--- config.mk ---
export PLATFORM = sky130hd
export DESIGN_NAME = dram_addr_mux
export DESIGN_NICKNAME = d
export VERILOG_FILES = /design/src/rtl/dam_pkg.sv /design/src/rtl/dam_contig_map.sv /design/src/rtl/dam_ilv_map.sv /design/src/rtl/dam_addr_reg.sv /design/src/rtl/dram_addr_mux.sv
export SDC_FILE = /design/constraint.sdc
export NUM_CORES = 1
export LEC_CHECK = 0
export ABC_AREA = 1
export CAP_MARGIN = 40
export CORE_ASPECT_RATIO = 1.25
export CORE_MARGIN = 2
export CORE_UTILIZATION = 40
export CTS_CLUSTER_DIAMETER = 50
export DETAILED_ROUTE_END_ITERATION = 10
export PLACE_DENSITY = 0.78
export SYNTH_ARGS = -nofsm -noshare
export SYNTH_HDL_FRONTEND = slang
export SYNTH_SLANG_ARGS = --single-unit
--- constraint.sdc ---
create_clock -name clk -period 3.83 [get_ports clk]
set_clock_uncertainty 0.1 [all_clocks]
set_input_delay 0.766 -clock clk [delete_from_list [all_inputs] [get_ports clk]]
set_output_delay 0.766 -clock clk [all_outputs]
set_load 0.05 [all_outputs]
--- src/rtl/dam_pkg.sv ---
package dam_pkg;

  typedef enum logic [1:0] {
    SZ_128K = 2'b00,
    SZ_512K = 2'b01,
    SZ_2M   = 2'b10,
    SZ_2M_B = 2'b11
  } bank_size_e;

  // Number of row/column lines that a bank size lacks, counted from the top.
  function automatic int unsigned dropped_lines(input logic [1:0] sz);
    case (sz)
      SZ_128K: dropped_lines = 2;
      SZ_512K: dropped_lines = 1;
      default: dropped_lines = 0;
    endcase
  endfunction

endpackage

--- src/rtl/dam_contig_map.sv ---
module dam_contig_map #(
  parameter int ROW_W = 10,
  localparam int WA_W = 2 * ROW_W,
  localparam int KW   = $clog2(ROW_W + 1)
) (
  input  logic [WA_W-1:0]  word_addr,
  input  logic [KW-1:0]    keep,
  output logic [ROW_W-1:0] row,
  output logic [ROW_W-1:0] col
);
  // The row takes the lowest 'keep' word bits and the column the next 'keep'.
  always_comb begin
    row = '0;
    col = '0;
    for (int i = 0; i < ROW_W; i++) begin
      if (i < int'(keep)) begin
        row[i] = word_addr[i];
        col[i] = word_addr[i + int'(keep)];
      end
    end
  end
endmodule

--- src/rtl/dam_ilv_map.sv ---
module dam_ilv_map #(
  parameter int ROW_W = 10,
  localparam int WA_W = 2 * ROW_W,
  localparam int KW   = $clog2(ROW_W + 1)
) (
  input  logic [WA_W-1:0]  word_addr,
  input  logic [KW-1:0]    keep,
  output logic [ROW_W-1:0] row,
  output logic [ROW_W-1:0] col
);
  // The even word bits go to the row and the odd ones to the column; lines at or above 'keep' are held at 0.
  for (genvar i = 0; i < ROW_W; i++) begin : g_bit
    logic present;
    assign present = (KW'(i) < keep);
    assign row[i]  = present & word_addr[2*i];
    assign col[i]  = present & word_addr[2*i + 1];
  end
endmodule

--- src/rtl/dam_addr_reg.sv ---
module dam_addr_reg #(
  parameter int ROW_W = 10
) (
  input  logic             clk,
  input  logic             rst_n,
  input  logic             sel_col,
  input  logic [ROW_W-1:0] row,
  input  logic [ROW_W-1:0] col,
  output logic [ROW_W-1:0] q
);
  always_ff @(posedge clk or negedge rst_n) begin
    if (!rst_n) q <= '0;
    else        q <= sel_col ? col : row;
  end
endmodule

--- src/rtl/dram_addr_mux.sv ---
module dram_addr_mux #(
  parameter int ROW_W = 10,
  localparam int ADDR_W = 2 * ROW_W + 1,
  localparam int KW     = $clog2(ROW_W + 1)
) (
  input  logic              clk,
  input  logic              rst_n,
  input  logic [ADDR_W-1:0] byte_addr,
  input  logic              map_style,
  input  logic [1:0]        bank_size,
  input  logic              col_phase,
  output logic [ROW_W-1:0]  row_addr,
  output logic [ROW_W-1:0]  col_addr,
  output logic [ROW_W-1:0]  dram_addr
);
  import dam_pkg::*;

  logic              unused_byte_lsb;
  logic [KW-1:0]     keep_lines;
  logic [ROW_W-1:0]  contig_row, contig_col, ilv_row, ilv_col;

  assign unused_byte_lsb = byte_addr[0];
  assign keep_lines = KW'(ROW_W - int'(dropped_lines(bank_size)));

  dam_contig_map #(.ROW_W(ROW_W)) u_contig (
    .word_addr (byte_addr[ADDR_W-1:1]),
    .keep      (keep_lines),
    .row       (contig_row),
    .col       (contig_col)
  );

  dam_ilv_map #(.ROW_W(ROW_W)) u_ilv (
    .word_addr (byte_addr[ADDR_W-1:1]),
    .keep      (keep_lines),
    .row       (ilv_row),
    .col       (ilv_col)
  );

  assign row_addr = map_style ? ilv_row : contig_row;
  assign col_addr = map_style ? ilv_col : contig_col;

  dam_addr_reg #(.ROW_W(ROW_W)) u_reg (
    .clk     (clk),
    .rst_n   (rst_n),
    .sel_col (col_phase),
    .row     (row_addr),
    .col     (col_addr),
    .q       (dram_addr)
  );
endmodule

==> results of run 1 <==
==> worst max path at each step <==
stage	slack, ns	start	cells past startpoint	end
floorplan	-0.007	bank_size[0]	10	col_addr[0]
global placement	0.007	bank_size[1]	12	col_addr[2]
detailed placement	0.006	bank_size[0]	11	col_addr[2]
CTS	0.004	bank_size[0]	12	col_addr[2]
global route	0.03	bank_size[1]	9	col_addr[9]
finish	0.11	bank_size[1]	9	col_addr[9]
==> per-layer routing <==
layer / GRT usage / routed length, um / vias up
li1: - / - / 832
met1: 0.3260 / 1814 / 762
met2: 0.4676 / 2116 / 80
met3: 0.01584 / 297 / 14
met4: 0.1090 / 139 / 0
met5: 0 / 0 / -
==> metrics by stage <==
step | std cells | setup WS (ns)
after global placement | 307 | 0.006807
after floorplan | 213 | -0.006761
after CTS | 311 | 0.003569
final | 312 | 0.1148
after global routing | 312 | 0.02653
after detailed placement | 307 | 0.006120
==> synthesized netlist by cell type <==
| cell type | n | area, um2 |
|---|---|---|
| a211oi_1 | 2 | 15.01 |
| a21boi_0 | 1 | 7.510 |
| a21boi_1 | 1 | 7.510 |
| a21oi_1 | 11 | 55.05 |
| a22oi_1 | 1 | 7.510 |
| and2_1 | 2 | 12.51 |
| buf_1 | 2 | 7.510 |
| buf_2 | 2 | 10.01 |
| buf_6 | 2 | 22.52 |
| clkbuf_1 | 4 | 15.01 |
| clkinv_1 | 1 | 3.750 |
| dfrtp_1 | 10 | 250.2 |
| ha_1 | 4 | 50.05 |
| inv_1 | 26 | 97.59 |
| inv_2 | 2 | 7.510 |
| nand2_1 | 59 | 221.5 |
| nand2_2 | 1 | 6.260 |
| nand2_4 | 1 | 11.26 |
| nand3_1 | 44 | 220.2 |
| nand3_2 | 1 | 10.01 |
| nand3b_1 | 1 | 7.510 |
| nor2_1 | 8 | 30.03 |
| nor3_1 | 1 | 5.000 |
| o211ai_1 | 3 | 22.52 |
| o21ai_0 | 19 | 95.09 |
| o221ai_1 | 2 | 17.52 |
| o31ai_1 | 1 | 7.510 |
| or2_2 | 1 | 6.260 |
==> worst max-delay path, stage by stage <==
cell and delay (ns):
clkdlybuf4s50_1 0.50, buf_4 0.20, nor2_1 0.28, ha_1 0.35
nand2_1 0.09, nand2_1 0.07, o211ai_1 0.09, a211oi_2 0.32
buf_12 0.18
==> repair_timing <==
item                       CTS  global route
setup endpoints to repair    0             4
hold buffers                 0             0
resized for setup            0             9
==> kinds of logic after synthesis <==
group,synth area share
DFF,0.2035
buffers and inverters,0.1333
adders and majority gates,0.04069
and+or+nand+nor,0.4313
AOI/OAI and AO/OA,0.1913
==> power breakdown <==
group	switching, W	internal [W]	leakage, nW
clock network	0.0000380	0.0000579	0.0210
logic	0.000235	0.000157	0.892
registers	0.00000226	0.000117	0.120
total	0.000275	0.000332	1.03
==> final cells by class <==
cell class / count / share of cell area
Tap cell: 36 / 0.02166
Timing Repair Buffer: 68 / 0.3761
Sequential cell: 10 / 0.1203
Timing Repair inverter: 1 / 0.003610
Multi-Input combinational cell: 164 / 0.4067
Inverter: 29 / 0.05415
Clock buffer: 4 / 0.01745
==> metrics.yaml, run 1 <==
outcome:
  status: "complete, no violations"
global_routing:
  grt_pass1_wl_um: 7093
  grt_overflow: 0
  grt_antenna_before_repair: 0
  grt_start_max_net_pins: 21
  grt_util_all_layers: 0.2661
  grt_pass1_vias: 1544
clock_tree:
  path_clk_slew_ns: 0.07
  cts.sinks: 10
  post_cts_buffers: 0
  htreeDepth: 1
  numCtsBuffers: 3
  cts_buffer_depth: 2
  cts_root_buf: "clkbuf_4"
  cts_tree: "done"
cells_and_area:
  layout_commonest_cell: "nand2_1"
  postLayoutCellArea_um2: 2079
  top_regs: "u_reg.q (10)"
  final_core_util: 0.7060
  largest-register: "u_reg.q"
  antenna_cells: 0
  syn_to_final_growth_pct: 69.07
  final_cell_mix: "59 x nand2_1, 44 x nand3_1, 35 x clkdlybuf4s50_1"
  largest_reg_flops: 10
  layout-drive-gt1-share: 0.1812
  final_nets: 308
  n_fill_cell: 254
  multi_input_area_um2: 845.8
  seq_area_um2: 250.2
timing:
  fmax_mhz: 269.2
  tightest_slew_ns: 0.5385
  finalSetupViolCount: 0
  relSlewSlack: 0.6379
  finalHoldViolations: 0
  fin_crit_sh: 0.9700
  setup_tns_ns: 0
  grt_setup_unrepaired: "false"
  drv_slew: 0
  hold_ws_ns: 0.6897
  period_needed_ns: 3.715
synth:
  netlist_area_um2: 1230
  yosysSeqAreaShare: 0.2035
  avgSynthCellArea_um2: 5.774
  synth_fp_nets: 244
  syn_inst: 213
  ys_warn_count: 0
  synth_cell_types: 28
  synth-seq-cells: 10
routing:
  antenna_left: 0
  drt_first_pass_iters: 4
  post-route-drc-count: 0
  vias_per_cell: 5.410
  routed_wl_um: 4368
  drt_iter0_drc: 73
  via_count: 1688
  avgRoutedWirePerCell_um: 14.00
die:
  core_area_um2: 2945
  start_util: 0.4176
  die_w_um: 53.60
  rows: 22
  ios: 57
  die_h_um: 66.00
  design.die.area_um2: 3537
setup_path:
  crit_path_start_kind: "primary input"
  crit_required_ns: 2.96
  worstPathMaxFanout: 7
  end_kind: "output port"
  critPathKind: "primary input to output port"
  arrival_ns: 2.85
placement:
  place_congestion: 0.9827
  dp.final_hpwl_um: 3504
  portBuffers: 55
  place_area_um2: 2004
job:
  drv_cap: 0
power_and_ir_drop:
  ir_worst_vdd_mv: 0.2611
  finalPower_w: 0.0006071
  leakage_nw: 1.034
  pwr_density_cell_nw_per_um2: 291.9
min_path:
  hold_path_class: "primary input to async pin"
Power figures use the tool's default switching activity.
==> inputs of run 2 (changes only) <==
Settings changed: CORE_MARGIN 2 to 5, CORE_UTILIZATION 40 to 42, PLACE_DENSITY 0.78 to 0.81.
==> run 2 against run 1 <==
Effect of this change:
- final area down 1.9%
- die area rose by 16%
- hold slack gained 0.0058 ns
- global-route usage is 3.9 points lower
==> metrics.yaml, run 2 (synthesis results as in run 1) <==
die:
  core_area_um2: 2890  # -1.9%
  die_w_um: 58.40  # +9.0%
  start_util: 0.4255  # +0.007954
  ios: 57  # unchanged
  design.die.area_um2: 4117  # +16%
  die_h_um: 70.50  # +6.8%
  rows: 22  # unchanged
power_and_ir_drop:
  pwr-share-comb: 0.670  # +0.024
  ir_worst_vdd_mv: 0.1828  # -30%
  leakage_nw: 1.031  # -0.27%
  swShare: 0.4693  # +0.01589
  pwr_density_cell_nw_per_um2: 284.6  # -2.5%
  p_seq_frac: 0.206  # +0.010
  intPower_w: 0.0003083  # -7.1%
  finalPower_w: 0.0005808  # -4.3%
  switching_power_w: 0.0002726  # -0.97%
  pwr-share-clk: 0.125  # -0.033
clock_tree:
  cts_root_buf: "clkbuf_4"
  cts_tree: "done"
  path_clk_slew_ns: 0.06  # about the same
  htreeDepth: 1  # unchanged
  post_cts_buffers: 0  # unchanged
  cts.sinks: 10  # unchanged
  numCtsBuffers: 3  # unchanged
  cts_buffer_depth: 2  # unchanged
routing:
  vias_per_cell: 5.469  # +1.1%
  antenna_left: 0  # unchanged
  drt_first_pass_iters: 4  # unchanged
  via_count: 1701  # +0.77%
  post-route-drc-count: 0  # unchanged
  routed_wl_um: 4518  # +3.4%
  drt_iter0_drc: 105  # +44%
  avgRoutedWirePerCell_um: 14.53  # +3.8%
timing:
  period_needed_ns: 3.672  # -0.04270 ns
  finalHoldViolations: 0  # unchanged
  grt_setup_unrepaired: "false"
  drv_slew: 0  # unchanged
  finalSetupViolCount: 0  # unchanged
  tightest_slew_ns: 0.5041  # -0.03443 ns
  hold_ws_ns: 0.6955  # +0.005763 ns
  fin_crit_sh: 0.9589  # -0.01115
  fmax_mhz: 272.3  # +1.2%
  worst_slack_ns: 0.1575  # +0.04270 ns
  relSlewSlack: 0.6629  # +0.02497
placement:
  dp.final_hpwl_um: 3719  # +6.1%
  dp_cells: 308  # +0.33%
  pre_cts_slack_ns: -0.02634  # -0.03246 ns
  place_congestion: 1.019  # +3.7%
  portBuffers: 55  # unchanged
global_routing:
  grt_antenna_before_repair: 0  # unchanged
  grt_util_all_layers: 0.2276  # -0.03859
  grt_overflow: 0  # unchanged
  grt_pass1_vias: 1589  # +2.9%
  grt_pass1_wl_um: 7396  # +4.3%
  grt_start_max_net_pins: 22  # +4.8%
outcome:
  status: "complete, no violations"
cells_and_area:
  largest_reg_flops: 10  # unchanged
  antenna_cells: 0  # unchanged
  fin_cells: 311  # -0.32%
  syn_to_final_growth_pct: 65.92
  top_regs: "u_reg.q (10)"
  final_cell_mix: "59 x nand2_1, 44 x nand3_1, 35 x clkdlybuf4s50_1"
  final_nets: 308  # unchanged
  layout_commonest_cell: "nand2_1"
  largest-register: "u_reg.q"
  layout-drive-gt1-share: 0.1673  # -0.01389
setup_path:
  critical_path.most_common_cell: "nand3_1"
  cp_cell_sequence: "clkdlybuf4s50_1, nor2_1, inv_1, ha_1, clkinv_2, nand3_1, nand3_1, nand3_1, nand3_1, and2_1, buf_12"
  crit_path_start_kind: "primary input"
  cp_slowest_stage_delay_ns: 0.52  # +0.02 ns
  worstPathMaxFanout: 10  # +3
  cp_slowest_cell: "clkdlybuf4s50_1"
  critPathKind: "primary input to output port"
  crit_required_ns: 2.96  # about the same
  end_kind: "output port"
  arrival_ns: 2.81  # -0.04 ns
  timing.critical_path.max_delay_family: "buffers and inverters"
  critical_path_buf_inv_count: 4  # +1
job:
  drv_cap: 0  # unchanged
min_path:
  hold_path_class: "primary input to async pin"
## run 2: cell types whose count changed in the layout (fill, tap and decap cells not counted)
| cell | previous run | this run |
|---|---|---|
| nor2_1 | 7 | 8 |
| nor2_2 | 1 | 0 |
| buf_4 | 17 | 19 |
| clkinv_2 | 0 | 1 |
| clkinvlp_4 | 2 | 0 |
| a21boi_1 | 0 | 1 |
| a21boi_2 | 2 | 1 |
| ha_1 | 2 | 3 |
| buf_6 | 1 | 0 |
| clkbuf_8 | 1 | 0 |
| ha_4 | 1 | 0 |
## run 2: area by class of cell
class	count	area, um2
Fill cell	247	849.6
Multi-Input combinational cell	164	827.0
Timing Repair Buffer	69	785.8
Sequential cell	10	250.2
Inverter	29	110.1
Tap cell	36	45.04
Clock buffer	3	22.52
## run 2: power groups by stage
stage / sequential [W] / clock [W] / combinational (W)
finish: 0.000120 / 0.0000724 / 0.000389
floorplan: 0.000163 / 0 / 0.000177
detailed placement: 0.000122 / 0 / 0.000388
global placement: 0.000121 / 0 / 0.000382
global route: 0.000121 / 0.0000760 / 0.000412
CTS: 0.000120 / 0.0000730 / 0.000389
## run 2: stage by stage
stage	setup TNS, ns	utilization	area (um2)
after floorplan	-0.006761	-	1239
after global placement	0	0.6961	2012
after detailed placement	-0.02930	0.6961	2012
after CTS	0	0.7043	2036
after global routing	0	0.7061	2041
final	0	0.7061	2041
## run 2: final timing paths
kind | start | to | slack [ns] | cells past startpoint
setup / recovery | bank_size[0] | col_addr[2] | 0.16 | 11
hold / removal | rst_n | u_reg.q[1] | 0.70 | 1
max in group asynchronous | rst_n | u_reg.q[0] | 2.64 | 1
min in group clk | byte_addr[1] | u_reg.q[0] | 1.05 | 3
## run 2: repair_timing
| action | 4_1_cts | 5_1_grt |
|---|---|---|
| resized for setup | 1 | 2 |
| hold buffers | 0 | 0 |
| endpoints found under the setup margin | 3 | 5 |
## run 2: metal layers
layer	wire (um)	share of wire	vias to the layer above	global-route usage
met5	0	0	-	0
met4	86	0.019	0	0.07216
met3	352	0.078	11	0.03512
met2	2329	0.52	83	0.4012
met1	1749	0.39	775	0.2746
li1	-	-	832	-
==> inputs of run 3 (changes only) <==
Settings changed: CELL_PAD_IN_SITES_DETAIL_PLACEMENT set to 0, CELL_PAD_IN_SITES_GLOBAL_PLACEMENT set to 1, CORE_UTILIZATION 42 to 27, GPL_ROUTABILITY_DRIVEN set to 0, PLACE_DENSITY 0.81 to unset, PLACE_DENSITY_LB_ADDON set to 0.1.
==> run 3 against run 2 <==
Effect of this change:
- cell count rose by 7.7%
- via count is 6.9% lower
- die area is 46% higher
- clock power grew 42%
- routed wire length rose by 0.49%
- utilization is 23 points lower
- sequential power about the same
- hold slack better by 0.050 ns
- critical path depth fell by 2
- fmax is 0.71% higher
- largest cell class unchanged
- highest routed layer unchanged
==> metrics.yaml, run 3 (synthesis results as in run 1) <==
power_and_ir_drop:
  leakage_nw: 1.048  # +1.6%
  ir_worst_vdd_mv: 0.08941  # -51%
  pwr_density_cell_nw_per_um2: 290.3  # +2.0%
  finalPower_w: 0.0006117  # +5.3%
cells_and_area:
  syn_to_final_growth_pct: 71.31
  final_nets: 310  # +0.65%
  n_fill_cell: 462  # +87%
  multi_input_area_um2: 833.3  # +0.76%
  layout-drive-gt1-share: 0.1769  # +0.009623
  top_regs: "u_reg.q (10)"
  largest-register: "u_reg.q"
  layout_commonest_cell: "nand2_1"
  antenna_cells: 0  # unchanged
  postLayoutCellArea_um2: 2107  # +3.2%
  final_cell_mix: "59 x nand2_1, 44 x nand3_1, 35 x clkdlybuf4s50_1"
  seq_area_um2: 250.2  # unchanged
  largest_reg_flops: 10  # unchanged
clock_tree:
  cts_buffer_depth: 2  # unchanged
  cts.sinks: 10  # unchanged
  postCtsHoldBufs: 0  # unchanged
  cts_tree: "done"
  post_cts_buffers: 0  # unchanged
  cts_root_buf: "clkbuf_8"
  path_clk_slew_ns: 0.04  # -0.02 ns
  numCtsBuffers: 3  # unchanged
  htreeDepth: 1  # unchanged
min_path:
  hold_path_class: "primary input to async pin"
setup_path:
  critPathKind: "primary input to output port"
  end_kind: "output port"
  arrival_ns: 2.78  # -0.03 ns
  worstPathMaxFanout: 7  # -3
  crit_required_ns: 2.96  # about the same
  crit_path_start_kind: "primary input"
timing:
  grt_setup_unrepaired: "false"
  drv_slew: 0  # unchanged
  relSlewSlack: 0.6690  # +0.006119
  finalSetupViolCount: 0  # unchanged
  worst_slack_ns: 0.1833  # +0.02582 ns
  fmax_mhz: 274.2  # +0.71%
  fin_crit_sh: 0.9521  # -0.006743
  finalHoldViolations: 0  # unchanged
  period_needed_ns: 3.647  # -0.02582 ns
  tightest_slew_ns: 0.4949  # -0.009150 ns
die:
  design.die.area_um2: 6013  # +46%
  die_h_um: 85.46  # +21%
  die_w_um: 70.37  # +20%
  ios: 57  # unchanged
  core_area_um2: 4425  # +53%
  start_util: 0.2779  # -0.1476
  rows: 27  # +23%
routing:
  routed_wl_um: 4540  # +0.49%
  drt_first_pass_iters: 4  # unchanged
  drt_iter0_drc: 71  # -32%
  post-route-drc-count: 0  # unchanged
  vias_per_cell: 4.728  # -14%
  antenna_left: 0  # unchanged
  avgRoutedWirePerCell_um: 13.55  # -6.7%
  via_count: 1584  # -6.9%
global_routing:
  grt_pass1_vias: 1579  # -0.63%
  grt_antenna_before_repair: 0  # unchanged
  grt_pass1_wl_um: 7679  # +3.8%
  grt_util_all_layers: 0.1578  # -0.06974
  grt_start_max_net_pins: 21  # -4.5%
  grt_overflow: 0  # unchanged
placement:
  place_area_um2: 2054  # +2.1%
  portBuffers: 55  # unchanged
  dp.final_hpwl_um: 3824  # +2.8%
  pre_cts_slack_ns: -0.01555  # +0.01078 ns
outcome:
  status: "complete, no violations"
job:
  drv_cap: 0  # unchanged
-- run 3: cell types whose count changed in the layout (fill, tap and decap cells not counted), sizes merged --
cell / delta
buf: +2
-- run 3: where the power goes --
group          leakage (nW)  internal [W]  switching [W]
Sequential            0.120      0.000117     0.00000250
Clock                0.0216     0.0000682      0.0000344
Combinational         0.906      0.000157       0.000232
Total                  1.05      0.000343       0.000269
-- run 3: worst max-delay path by stage --
stage	endpoint	startpoint	slack (ns)
after detailed placement	col_addr[0]	bank_size[0]	-0.02
after global placement	col_addr[0]	bank_size[0]	0.009
after floorplan	col_addr[0]	bank_size[0]	-0.007
after global routing	col_addr[0]	bank_size[1]	0.009
final	col_addr[9]	bank_size[1]	0.18
after CTS	col_addr[5]	bank_size[0]	0.02
-- run 3: area by class of cell --
class,count,area share
Clock buffer,3,0.01960
Inverter,29,0.05166
Multi-Input combinational cell,164,0.3955
Sequential cell,10,0.1188
Tap cell,58,0.03444
Timing Repair Buffer,71,0.3800
-- run 3: stage by stage --
stage | cells | setup TNS, ns | hold slack [ns] | utilization
after CTS | 335 | 0 | 0.7559 | 0.4741
after floorplan | 213 | -0.006761 | 0.3704 | -
after global placement | 332 | 0 | 0.9996 | 0.4642
final | 335 | 0 | 0.7458 | 0.4761
after detailed placement | 332 | -0.01555 | 0.9987 | 0.4642
after global routing | 335 | 0 | 0.7973 | 0.4761
-- run 3: repair_timing --
action                                 CTS  global route
pin swaps                                0             0
setup endpoints to repair                1             6
endpoints found under the hold margin    0             0
gates resized for setup                  1             3
-- run 3: layer usage --
layer / routed length (um) / GRT usage
met5: 0 / 0
met4: 47 / 0.06272
met3: 253 / 0.02133
met2: 2284 / 0.2751
met1: 1955 / 0.1935
-- run 3: critical path: stages --
cell and delay [ns]:
clkdlybuf4s50_1 0.46, buf_4 0.18, nor2_1 0.26, ha_1 0.37, nand2_1 0.08, nand2_1 0.07, o211ai_1 0.09, a211oi_2 0.31
buf_12 0.18
